===== src/rtl/clkreg_pkg.sv =====
package clkreg_pkg;

    localparam int ADDR_W      = 6;
    localparam int DATA_W      = 8;
    localparam int ALARM_BYTES = 8;
    localparam int CTL_BYTES   = 4;
    localparam int TIME_BYTES  = 8;
    localparam int TIDX_W      = $clog2(TIME_BYTES);
    localparam int RF_DEPTH    = 2 * ALARM_BYTES + CTL_BYTES;
    localparam int ALARM_HOLE  = 5;
    localparam int CTL_HOLE    = 1;
    localparam int UNLOCK_LO   = 1;
    localparam int UNLOCK_HI   = 2;

    typedef logic [ADDR_W-1:0] addr_t;
    typedef logic [DATA_W-1:0] byte_t;

    localparam addr_t AL0_BASE  = addr_t'('h00);
    localparam addr_t AL1_BASE  = addr_t'('h08);
    localparam addr_t CTL_BASE  = addr_t'('h10);
    localparam addr_t TIME_BASE = addr_t'('h30);
    localparam addr_t STAT_ADDR = addr_t'('h3F);
    localparam addr_t AL0_LAST  = AL0_BASE  + addr_t'(ALARM_BYTES - 1);
    localparam addr_t AL1_LAST  = AL1_BASE  + addr_t'(ALARM_BYTES - 1);
    localparam addr_t CTL_LAST  = CTL_BASE  + addr_t'(CTL_BYTES - 1);
    localparam addr_t TIME_LAST = TIME_BASE + addr_t'(TIME_BYTES - 1);

    typedef enum logic [2:0] {
        SEC_NONE, SEC_AL0, SEC_AL1, SEC_CTL, SEC_TIME, SEC_STAT
    } sec_e;

    typedef enum logic [1:0] {TX_IDLE, TX_ACTIVE, TX_HALT} tx_e;

    typedef struct packed {
        tx_e  st;
        logic is_rd;
        logic stat_done;
    } txn_t;

    function automatic sec_e sec_of(addr_t a);
        if (a >= AL0_BASE && a <= AL0_LAST)        return SEC_AL0;
        else if (a >= AL1_BASE && a <= AL1_LAST)   return SEC_AL1;
        else if (a >= CTL_BASE && a <= CTL_LAST)   return SEC_CTL;
        else if (a >= TIME_BASE && a <= TIME_LAST) return SEC_TIME;
        else if (a == STAT_ADDR)                   return SEC_STAT;
        return SEC_NONE;
    endfunction

    function automatic addr_t sec_base(sec_e s);
        case (s)
            SEC_AL0:  return AL0_BASE;
            SEC_AL1:  return AL1_BASE;
            SEC_CTL:  return CTL_BASE;
            SEC_TIME: return TIME_BASE;
            default:  return STAT_ADDR;
        endcase
    endfunction

    function automatic addr_t sec_last(sec_e s);
        case (s)
            SEC_AL0:  return AL0_LAST;
            SEC_AL1:  return AL1_LAST;
            SEC_CTL:  return CTL_LAST;
            SEC_TIME: return TIME_LAST;
            default:  return STAT_ADDR;
        endcase
    endfunction

    function automatic logic is_hole(addr_t a);
        return (a == AL0_BASE + addr_t'(ALARM_HOLE)) ||
               (a == AL1_BASE + addr_t'(ALARM_HOLE)) ||
               (a == CTL_BASE + addr_t'(CTL_HOLE));
    endfunction

    // Step inside the section; outside any section a plain increment.
    function automatic addr_t next_addr(addr_t a);
        sec_e s;
        s = sec_of(a);
        if (s == SEC_NONE)    return a + addr_t'(1);
        if (a == sec_last(s)) return sec_base(s);
        return a + addr_t'(1);
    endfunction

endpackage


===== src/rtl/clkreg_ptr.sv =====
module clkreg_ptr
    import clkreg_pkg::*;
(
    input  logic  clk,
    input  logic  rst,
    input  logic  load,
    input  addr_t load_addr,
    input  logic  adv,
    output addr_t ptr
);

    sec_e cur_sec;
    assign cur_sec = sec_of(ptr);

    always_ff @(posedge clk) begin
        if (rst)       ptr <= '0;
        else if (load) ptr <= load_addr;
        else if (adv)  ptr <= next_addr(ptr);
    end

    // a burst never leaves the section it is in
    assert_stay_in_section_R1: assert property (@(posedge clk) disable iff (rst)
        (adv && !load && cur_sec != SEC_NONE) |=> (cur_sec == $past(cur_sec)));

endmodule


===== src/rtl/clkreg_regfile.sv =====
module clkreg_regfile
    import clkreg_pkg::*;
(
    input  logic  clk,
    input  logic  rst,
    input  logic  wr_en,
    input  addr_t addr,
    input  byte_t wr_data,
    output byte_t rd_data,
    output logic  unlocked
);

    byte_t store [RF_DEPTH];
    byte_t status_q;
    sec_e  sec;
    logic  in_bank;
    int    idx;

    assign sec      = sec_of(addr);
    assign in_bank  = (sec == SEC_AL0) || (sec == SEC_AL1) || (sec == SEC_CTL);
    assign unlocked = status_q[UNLOCK_LO] && status_q[UNLOCK_HI];

    always_comb begin
        if (sec == SEC_CTL) idx = 2 * ALARM_BYTES + int'(addr - CTL_BASE);
        else                idx = int'(addr);
    end

    always_ff @(posedge clk) begin
        if (rst) begin
            status_q <= '0;
            for (int i = 0; i < RF_DEPTH; i++) store[i] <= '0;
        end else if (wr_en) begin
            if (sec == SEC_STAT) status_q <= wr_data;
            for (int i = 0; i < RF_DEPTH; i++)
                if (in_bank && idx == i) store[i] <= wr_data;
        end
    end

    always_comb begin
        rd_data = '0;
        if (sec == SEC_STAT) rd_data = status_q;
        for (int i = 0; i < RF_DEPTH; i++)
            if (in_bank && idx == i) rd_data = store[i];
    end

    // the sequencer only writes a locked bank through the status register
    assert_locked_write_R4: assert property (@(posedge clk) disable iff (rst)
        wr_en |-> (unlocked || sec == SEC_STAT));

endmodule


===== src/rtl/clkreg_time_buf.sv =====
module clkreg_time_buf
    import clkreg_pkg::*;
(
    input  logic                            clk,
    input  logic                            rst,
    input  logic                            capture,
    input  logic [TIME_BYTES*DATA_W-1:0]    live,
    input  logic                            wr_en,
    input  logic [TIDX_W-1:0]               wr_idx,
    input  byte_t                           wr_data,
    input  logic                            commit,
    output logic [TIME_BYTES-1:0][DATA_W-1:0] tbuf,
    output logic                            time_load,
    output logic [TIME_BYTES*DATA_W-1:0]    time_data
);

    logic [TIME_BYTES-1:0][DATA_W-1:0] tb_nxt;
    logic dirty;

    for (genvar g = 0; g < TIME_BYTES; g++) begin : g_byte
        assign tb_nxt[g] = capture ? live[g*DATA_W +: DATA_W] :
                           (wr_en && wr_idx == TIDX_W'(g)) ? wr_data : tbuf[g];
    end

    always_ff @(posedge clk) begin
        if (rst) begin
            tbuf      <= '0;
            dirty     <= 1'b0;
            time_load <= 1'b0;
            time_data <= '0;
        end else begin
            tbuf      <= tb_nxt;
            time_load <= commit && dirty;
            if (commit && dirty) time_data <= tbuf;
            if (commit)          dirty <= 1'b0;
            else if (wr_en)      dirty <= 1'b1;
        end
    end

endmodule


===== src/rtl/clkreg_seq.sv =====
module clkreg_seq
    import clkreg_pkg::*;
(
    input  logic        clk,
    input  logic        rst,
    input  logic        txn_start,
    input  logic        txn_read,
    input  logic        txn_stop,
    input  logic        addr_load,
    input  logic [5:0]  addr_in,
    input  logic        wr_stb,
    input  logic [7:0]  wr_data,
    input  logic        rd_stb,
    output logic [7:0]  rd_data,
    output logic        rd_valid,
    input  logic [63:0] live_time,
    output logic        time_load,
    output logic [63:0] time_data
);

    txn_t  tx;
    addr_t ptr;
    sec_e  cur_sec;
    logic  hole, byte_req, stat_block, busy_edge, go, halt_now;
    logic  unlocked, wr_ok, rf_we, tb_we, rd_go;
    byte_t rf_rd, rd_mux;
    logic [TIDX_W-1:0] tidx;
    logic [TIME_BYTES-1:0][DATA_W-1:0] tbuf;

    assign cur_sec    = sec_of(ptr);
    assign hole       = is_hole(ptr);
    assign tidx       = TIDX_W'(ptr - TIME_BASE);
    assign byte_req   = (rd_stb && tx.is_rd) || (wr_stb && !tx.is_rd);
    assign busy_edge  = txn_start || txn_stop;
    assign stat_block = (cur_sec == SEC_STAT) && tx.stat_done;
    assign go         = (tx.st == TX_ACTIVE) && byte_req && !busy_edge && !stat_block;
    assign halt_now   = (tx.st == TX_ACTIVE) && byte_req && !busy_edge && stat_block;
    assign rd_go      = go && tx.is_rd;
    assign wr_ok      = go && !tx.is_rd && cur_sec != SEC_NONE && !hole &&
                        (cur_sec == SEC_STAT || unlocked);
    assign rf_we      = wr_ok && cur_sec != SEC_TIME;
    assign tb_we      = wr_ok && cur_sec == SEC_TIME;

    clkreg_ptr u_ptr (
        .clk       (clk),
        .rst       (rst),
        .load      (addr_load),
        .load_addr (addr_in),
        .adv       (go),
        .ptr       (ptr)
    );

    clkreg_regfile u_rf (
        .clk      (clk),
        .rst      (rst),
        .wr_en    (rf_we),
        .addr     (ptr),
        .wr_data  (wr_data),
        .rd_data  (rf_rd),
        .unlocked (unlocked)
    );

    clkreg_time_buf u_tb (
        .clk       (clk),
        .rst       (rst),
        .capture   (txn_start),
        .live      (live_time),
        .wr_en     (tb_we),
        .wr_idx    (tidx),
        .wr_data   (wr_data),
        .commit    (busy_edge),
        .tbuf      (tbuf),
        .time_load (time_load),
        .time_data (time_data)
    );

    always_ff @(posedge clk) begin
        if (rst) begin
            tx <= '{st: TX_IDLE, is_rd: 1'b0, stat_done: 1'b0};
        end else if (txn_start) begin
            tx <= '{st: TX_ACTIVE, is_rd: txn_read, stat_done: 1'b0};
        end else if (txn_stop) begin
            tx.st <= TX_IDLE;
        end else if (halt_now) begin
            tx.st <= TX_HALT;
        end else if (go && cur_sec == SEC_STAT) begin
            tx.stat_done <= 1'b1;
        end
    end

    always_comb begin
        case (cur_sec)
            SEC_TIME: rd_mux = tbuf[tidx];
            SEC_NONE: rd_mux = '0;
            default:  rd_mux = hole ? '0 : rf_rd;
        endcase
    end

    always_ff @(posedge clk) begin
        if (rst) begin
            rd_valid <= 1'b0;
            rd_data  <= '0;
        end else begin
            rd_valid <= rd_go;
            if (rd_go) rd_data <= rd_mux;
        end
    end

    // once halted on the status register nothing more is returned
    assert_halt_silent_R3: assert property (@(posedge clk) disable iff (rst)
        (tx.st == TX_HALT) |=> !rd_valid);

    // inside a read transaction the frozen copy does not move
    assert_snapshot_hold_R5: assert property (@(posedge clk) disable iff (rst)
        (tx.st == TX_ACTIVE && tx.is_rd && !txn_start) |=> $stable(tbuf));

    // a time update only follows the end of a transaction
    assert_commit_edge_R6: assert property (@(posedge clk) disable iff (rst)
        time_load |-> $past(txn_stop || txn_start));

    // every returned byte answers a read strobe
    assert_read_cause_R9: assert property (@(posedge clk) disable iff (rst)
        rd_valid |-> $past(rd_stb));

endmodule


===== config.mk =====
export PLATFORM = sky130hd
export DESIGN_NAME = clkreg_seq
export DESIGN_NICKNAME = d
export VERILOG_FILES = /design/src/rtl/clkreg_pkg.sv /design/src/rtl/clkreg_ptr.sv /design/src/rtl/clkreg_regfile.sv /design/src/rtl/clkreg_time_buf.sv /design/src/rtl/clkreg_seq.sv
export SDC_FILE = /design/constraint.sdc
export NUM_CORES = 1
export LEC_CHECK = 0
export ABC_AREA = 1
export BUFFER_PORTS_ARGS = -buffer_cell sky130_fd_sc_hd__buf_2
export CORE_ASPECT_RATIO = 0.6
export CORE_MARGIN = 8
export CORE_UTILIZATION = 45
export CTS_CLUSTER_DIAMETER = 50
export DETAILED_ROUTE_END_ITERATION = 8
export GPL_TIMING_DRIVEN = 0
export PLACE_DENSITY = 0.68
export SLEW_MARGIN = 15
export SYNTH_ARGS = -nofsm -noshare
export SYNTH_HDL_FRONTEND = slang
export SYNTH_HIERARCHICAL = 1
export SYNTH_SLANG_ARGS = --single-unit

===== constraint.sdc =====
create_clock -name clk -period 3.25 [get_ports clk]
set_clock_uncertainty 0.15 [all_clocks]
set_input_delay 0.325 -clock clk [delete_from_list [all_inputs] [get_ports clk]]
set_output_delay 0.325 -clock clk [all_outputs]
set_load 0.03 [all_outputs]

Word-level counts from Yosys, hierarchy flattened. Memory sizes are Yosys's and may differ from the RTL's. Cells that the tools add are included.

Register bits after elaboration: 157. Latch bits: 0. Memory bits (writable): 160. Memory bits (read-only): 0. Output and inout port bits: 74. Memories: 1.

Memory list: u_rf.store (depth 20, bits a word 8, rd ports 20, clocked after memory_dff 0, wr ports 20, RTL line clkreg_regfile.sv:13) `byte_t store [RF_DEPTH];`.

Add/subtract/negate cells: 4. Multiply operators: 0. Div/mod/pow operators: 0. Magnitude comparators: 9. Equality and inequality tests: 42. Shift-type cells: 0. Muxes and demuxes: 186. Bitwise gates (word level): 22. Reductions and logical operators: 80.

Operator list (count): two-way mux 8 bit (59); equality test 32 x 5 -> 1 bit (second input constant) (8); equality test 32 x 4 -> 1 bit (second input constant) (4); equality test 32 x 6 -> 1 bit (second input constant) (4); two-way mux 1 bit (102); equality test 32 x 3 -> 1 bit (second input constant) (2); two-way mux 6 bit (10); logical AND 1 bit (49); one-hot mux 6 bit (4 select lines) (2); adder 6 x 32 -> 32 bit (first input constant) (1); equality test 32 x 2 -> 1 bit (second input constant) (1); zero test 32 bit (1); two-way mux 32 bit (1); two-way mux 3 bit (10); binary-select mux 8 bit (select 3 bit) (1); equality test 3 bit (second input constant) (7); bitwise OR 1 bit (20); equality test 3 x 2 -> 1 bit (second input constant) (6); nonzero test 2 bit (9); one-hot mux 8 bit (2 select lines) (1); equality test 3 x 1 -> 1 bit (second input constant) (3); zero test 3 bit (3); logical OR 1 bit (7); subtractor 6 x 5 -> 7 bit (second input constant) (1); 25 further kinds (31).

Longest topological paths before layout.
Depth in word-level cells: 37. Mapped depth: 21. Depth with buffers taken out: 20.

Cells and area by module. Netlist, hierarchy kept.

By module, submodules not included: clkreg_regfile (instances 1, cells an instance 763, area an instance 7561.0 um2, sequential area each 4964.8 um2); clkreg_time_buf (instances 1, cells an instance 797, area an instance 5487.8 um2, sequential area each 2602.5 um2); clkreg_seq (instances 1, cells an instance 261, area an instance 1450.1 um2, sequential area each 260.2 um2); clkreg_ptr (instances 1, cells an instance 83, area an instance 585.6 um2, sequential area each 120.1 um2).

Worst setup path before layout. OpenSTA, ideal clock, no wires.

Path type: reg2reg. Start point: register u_ptr.ptr[1]. End point: memory u_rf/store[0][10] (netlist bit) (enable). Arrival: 2377 ps. Data required time: 2771 ps. Slack: 394 ps. Cell stages (with the launch flop): 11. Path through: dfxtp_1 buf_4 nand2_2 nor2_2 nand2_2 nand3_2 nand3_2 nor3_1 clkbuf_1 nand4_1 nand2_1.

RTL lines: from (decl) (RTL line clkreg_ptr.sv:9) `output addr_t ptr`; from (signal assigned) (RTL line clkreg_ptr.sv:17) `else if (load) ptr <= load_addr;`; from (signal assigned) (RTL line clkreg_ptr.sv:18) `else if (adv) ptr <= next_addr(ptr);`; to (decl) (RTL line clkreg_regfile.sv:13).

==> out/qor.json <==
{
  "global_route": {
    "global_route.usage.total_pct": 25.8,
    "grt_antenna_before_repair": 2,
    "grt_pass1_vias": 13569,
    "overflow": 0,
    "maximum_number_of_pins_on_one_net_before_global_route_repair": 16,
    "grt_pass1_wl_um": 79000
  },
  "yosys": {
    "syn-instance-count": 1904,
    "synth.distinct_cells": 44,
    "postSynthRegisterBits": 317,
    "synth_flop_cell": "edfxtp_1",
    "yosysSeqAreaShare_pct": 52.7,
    "synth_area_mm2": 0.0151,
    "synth-warning-count": 6,
    "netlist_top_cells_area": "edfxtp_1 (32%), dfxtp_1 (21%), nand2_1 (12%)",
    "synth_area_per_cell_um2": 7.92,
    "synth.net_count": 1993,
    "yosysTopAreaCell": "edfxtp_1",
    "synth_edf_count": 160,
    "ys_async_sr_fraction_pct": 0,
    "netlist.area_leader.share_pct": 31.9
  },
  "sta": {
    "worstMarginPinSlew_ns": 0.860,
    "max_slew_violation_count": 0,
    "finalSetupViolations": 0,
    "layout_min_cycle_time_ns": 3.14,
    "holdWs_ns": 0.153,
    "period_share_pct": 96.5,
    "unrepaired_setup_endpoints_after_global_routing": "false",
    "finalHoldViolations": 0,
    "fmax_mhz": 319,
    "slew_headroom_pct": 42.6
  },
  "power": {
    "vdd_ir_drop_max_mv": 0.494,
    "swShare_pct": 26.0,
    "share_of_total_power_in_the_clock_network_pct": 38.9,
    "internal_cell_power_mw": 6.57,
    "report.power.total_mw": 8.88,
    "leak_pwr_nw": 8.06,
    "power_switching_mw": 2.31,
    "sequentialPowerShare_pct": 49.8,
    "cell_area_power_density_mw_per_mm2": 484,
    "p_comb_share_pct": 11.3
  },
  "cts": {
    "worstSkewPairLatency_ns": 0.58,
    "cts.htree.levels": 1,
    "cts.sink_count": 317,
    "ctsRootBufferMaster": "clkbuf_16",
    "worst_setup_hold_path_clk_slew_ns": 0.06,
    "clockBufferDepth": 3,
    "tritoncts.num_buffers": 30,
    "tritoncts_clock_tree": "built"
  },
  "route": {
    "post-route-drc-count": 0,
    "drt_iter0_drc": 2079,
    "routed_wire_length_per_instance_um": 19.7,
    "avgViaCountPerCell": 5.49,
    "dr_total_vias": 14643,
    "antenna_violating_nets_post_route": 0,
    "postRouteWirelength_um": 52700,
    "drtPass1Iterations": 8
  },
  "setup_path": {
    "cp_data_arrival_time_ns": 3.21,
    "end_kind": "flip-flop",
    "critical_path.startpoint_type": "flip-flop",
    "criticalPathCategory": "flip-flop to flip-flop",
    "peak_fanout_along_the_critical_path": 15,
    "cp_data_required_time_ns": 3.32
  },
  "floorplanning": {
    "fp-row-count": 52,
    "floorplan.die_area_mm2": 0.0398,
    "boundaryPins": 160,
    "fp.coreArea_mm2": 0.0334,
    "die_height_um": 158,
    "die_width_um": 252,
    "initial_utilization_pct": 45.2
  },
  "finish": {
    "layout.filler_cells": 3115,
    "most-common-layout-cells": "nand2_1 (497), nor2_1 (281), buf_2 (193)",
    "finish.net_count": 2274,
    "drive_above_1_share_pct": 16.1,
    "layout_commonest_cell": "nand2_1",
    "signed_area_change_from_the_synthesized_netlist_to_the_final_layout_pct": 21.7
  },
  "placed_design": {
    "last_weighted_congestion_value_of_the_routability_driven_placer": 1.03,
    "portBuffers": 158,
    "dpl.hpwl_um": 38400
  },
  "run": {
    "max_capacitance_violation_count": 0
  },
  "status": {
    "result_of_the_run": "finished clean"
  },
  "worst_hold_path": {
    "worst_hold_path_type": "input pin to flip-flop"
  }
}
-- flip-flops by register name, summed over array words and instances, names as in the netlist --
| signal | cells |
|---|---|
| tx | 4 |
| rd_valid | 1 |
| u_tb/tbuf | 64 |
| u_tb/dirty | 1 |
| u_tb/time_load | 1 |
| u_ptr/ptr | 6 |
| rd_data | 8 |
| u_tb/time_data | 64 |
| u_rf/store | 160 |
| u_rf/status_q | 8 |
-- metrics by stage --
stage                     utilization [%]  TNS, ns  cell area [µm²]  setup slack [ns]  instances
after floorplan                         -        0            15100             0.394       1904
after detailed placement             49.3  -129.21            16400            -0.764       2521
after global routing                 55.0        0            18400           0.00495       2669
final                                55.0        0            18400             0.113       2669
after CTS                            54.9        0            18300            0.0335       2665
after global placement               49.3   -97.23            16400            -0.704       2521
-- timing repair --
action,in CTS,in global routing
endpoints found under the hold margin,84,0
hold buffers,88,0
setup endpoints to repair,356,150
gates cloned,0,0
resized for setup,14,5
setup buffers,0,3
-- final timing paths --
| path | cells after the start | slack [ns] | from | end |
|---|---|---|---|---|
| max | 11 | 0.11 | u_ptr/ptr[1] | u_rf/store[3][12] |
| min | 5 | 0.15 | wr_stb | tx[0] |
| max reg2reg | 11 | 0.11 | u_ptr/ptr[1] | u_rf/store[3][12] |
| min reg2reg | 2 | 0.30 | u_rf/status_q[0] | u_rf/status_q[0] |
-- cell families after synthesis --
kind of cell	synth area share, %
AO/OA/AOI/OAI	8.68
XOR/XNOR	0.232
adder cells (fa/ha/maj)	0.249
buffers and inverters	7.64
flip-flops	52.7
AND/OR/NAND/NOR	30.5
-- power by group through the flow --
stage	sequential (mW)	combinational [mW]	clock, mW
floorplan	4.47	0.552	0
finish	4.42	1.01	3.45
detailed placement	4.51	0.878	0
CTS	4.42	0.965	3.51
global placement	4.50	0.867	0
global route	4.43	1.09	3.66
-- cell usage after synthesis, types with 2 or more instances --
library cell	number
nand2_1	502
nor2_1	281
nand3_1	163
inv_1	162
edfxtp_1	160
dfxtp_1	157
a21oi_1	153
o21ai_0	77
nand4_1	39
clkbuf_1	36
buf_2	35
inv_2	19
nor2_2	15
nand2_2	13
buf_4	12
or2_2	9
or2_1	7
a22oi_1	6
nor2_4	6
nor3_1	6
nand3_2	5
buf_6	4
o2111ai_1	4
xor2_1	4
ha_1	3
nor3_2	3
nor3_4	3
or2_0	3
a21oi_2	2
-- routing by layer --
metal  up-vias  global-route usage, %  part of all wire, %
met2       879                   34.4                   39
met3       105                   8.31                   14
met4         2                   7.50                  2.8
met5         -                      0                0.025
met1      6879                   38.6                   45
li1       6778                      -                    -
-- layout make-up --
class	count	area (µm²)	share of cell area, %
clock buffers	44	857	4.67
diodes	1	2.50	0.0136
repair buffers	249	1690	9.23
multi-input cells	1316	6010	32.7
inverters	182	683	3.72
flip-flops and latches	317	7960	43.4
clock inverters	12	96.3	0.525
plain buffers	89	474	2.58
well taps	459	574	3.13
-- critical path, stage by stage, from the launching register on --
cell and delay (ns):
dfxtp_4 0.44, buf_4 0.23, nand2_2 0.09, inv_1 0.08, nand4_4 0.12, nand2_1 0.07
inv_1 0.18, o21ai_0 0.18, nor3_2 0.22, clkbuf_4 0.32, nand2_1 0.26, nand2_1 0.43
(Power assumes the default switching activity.)
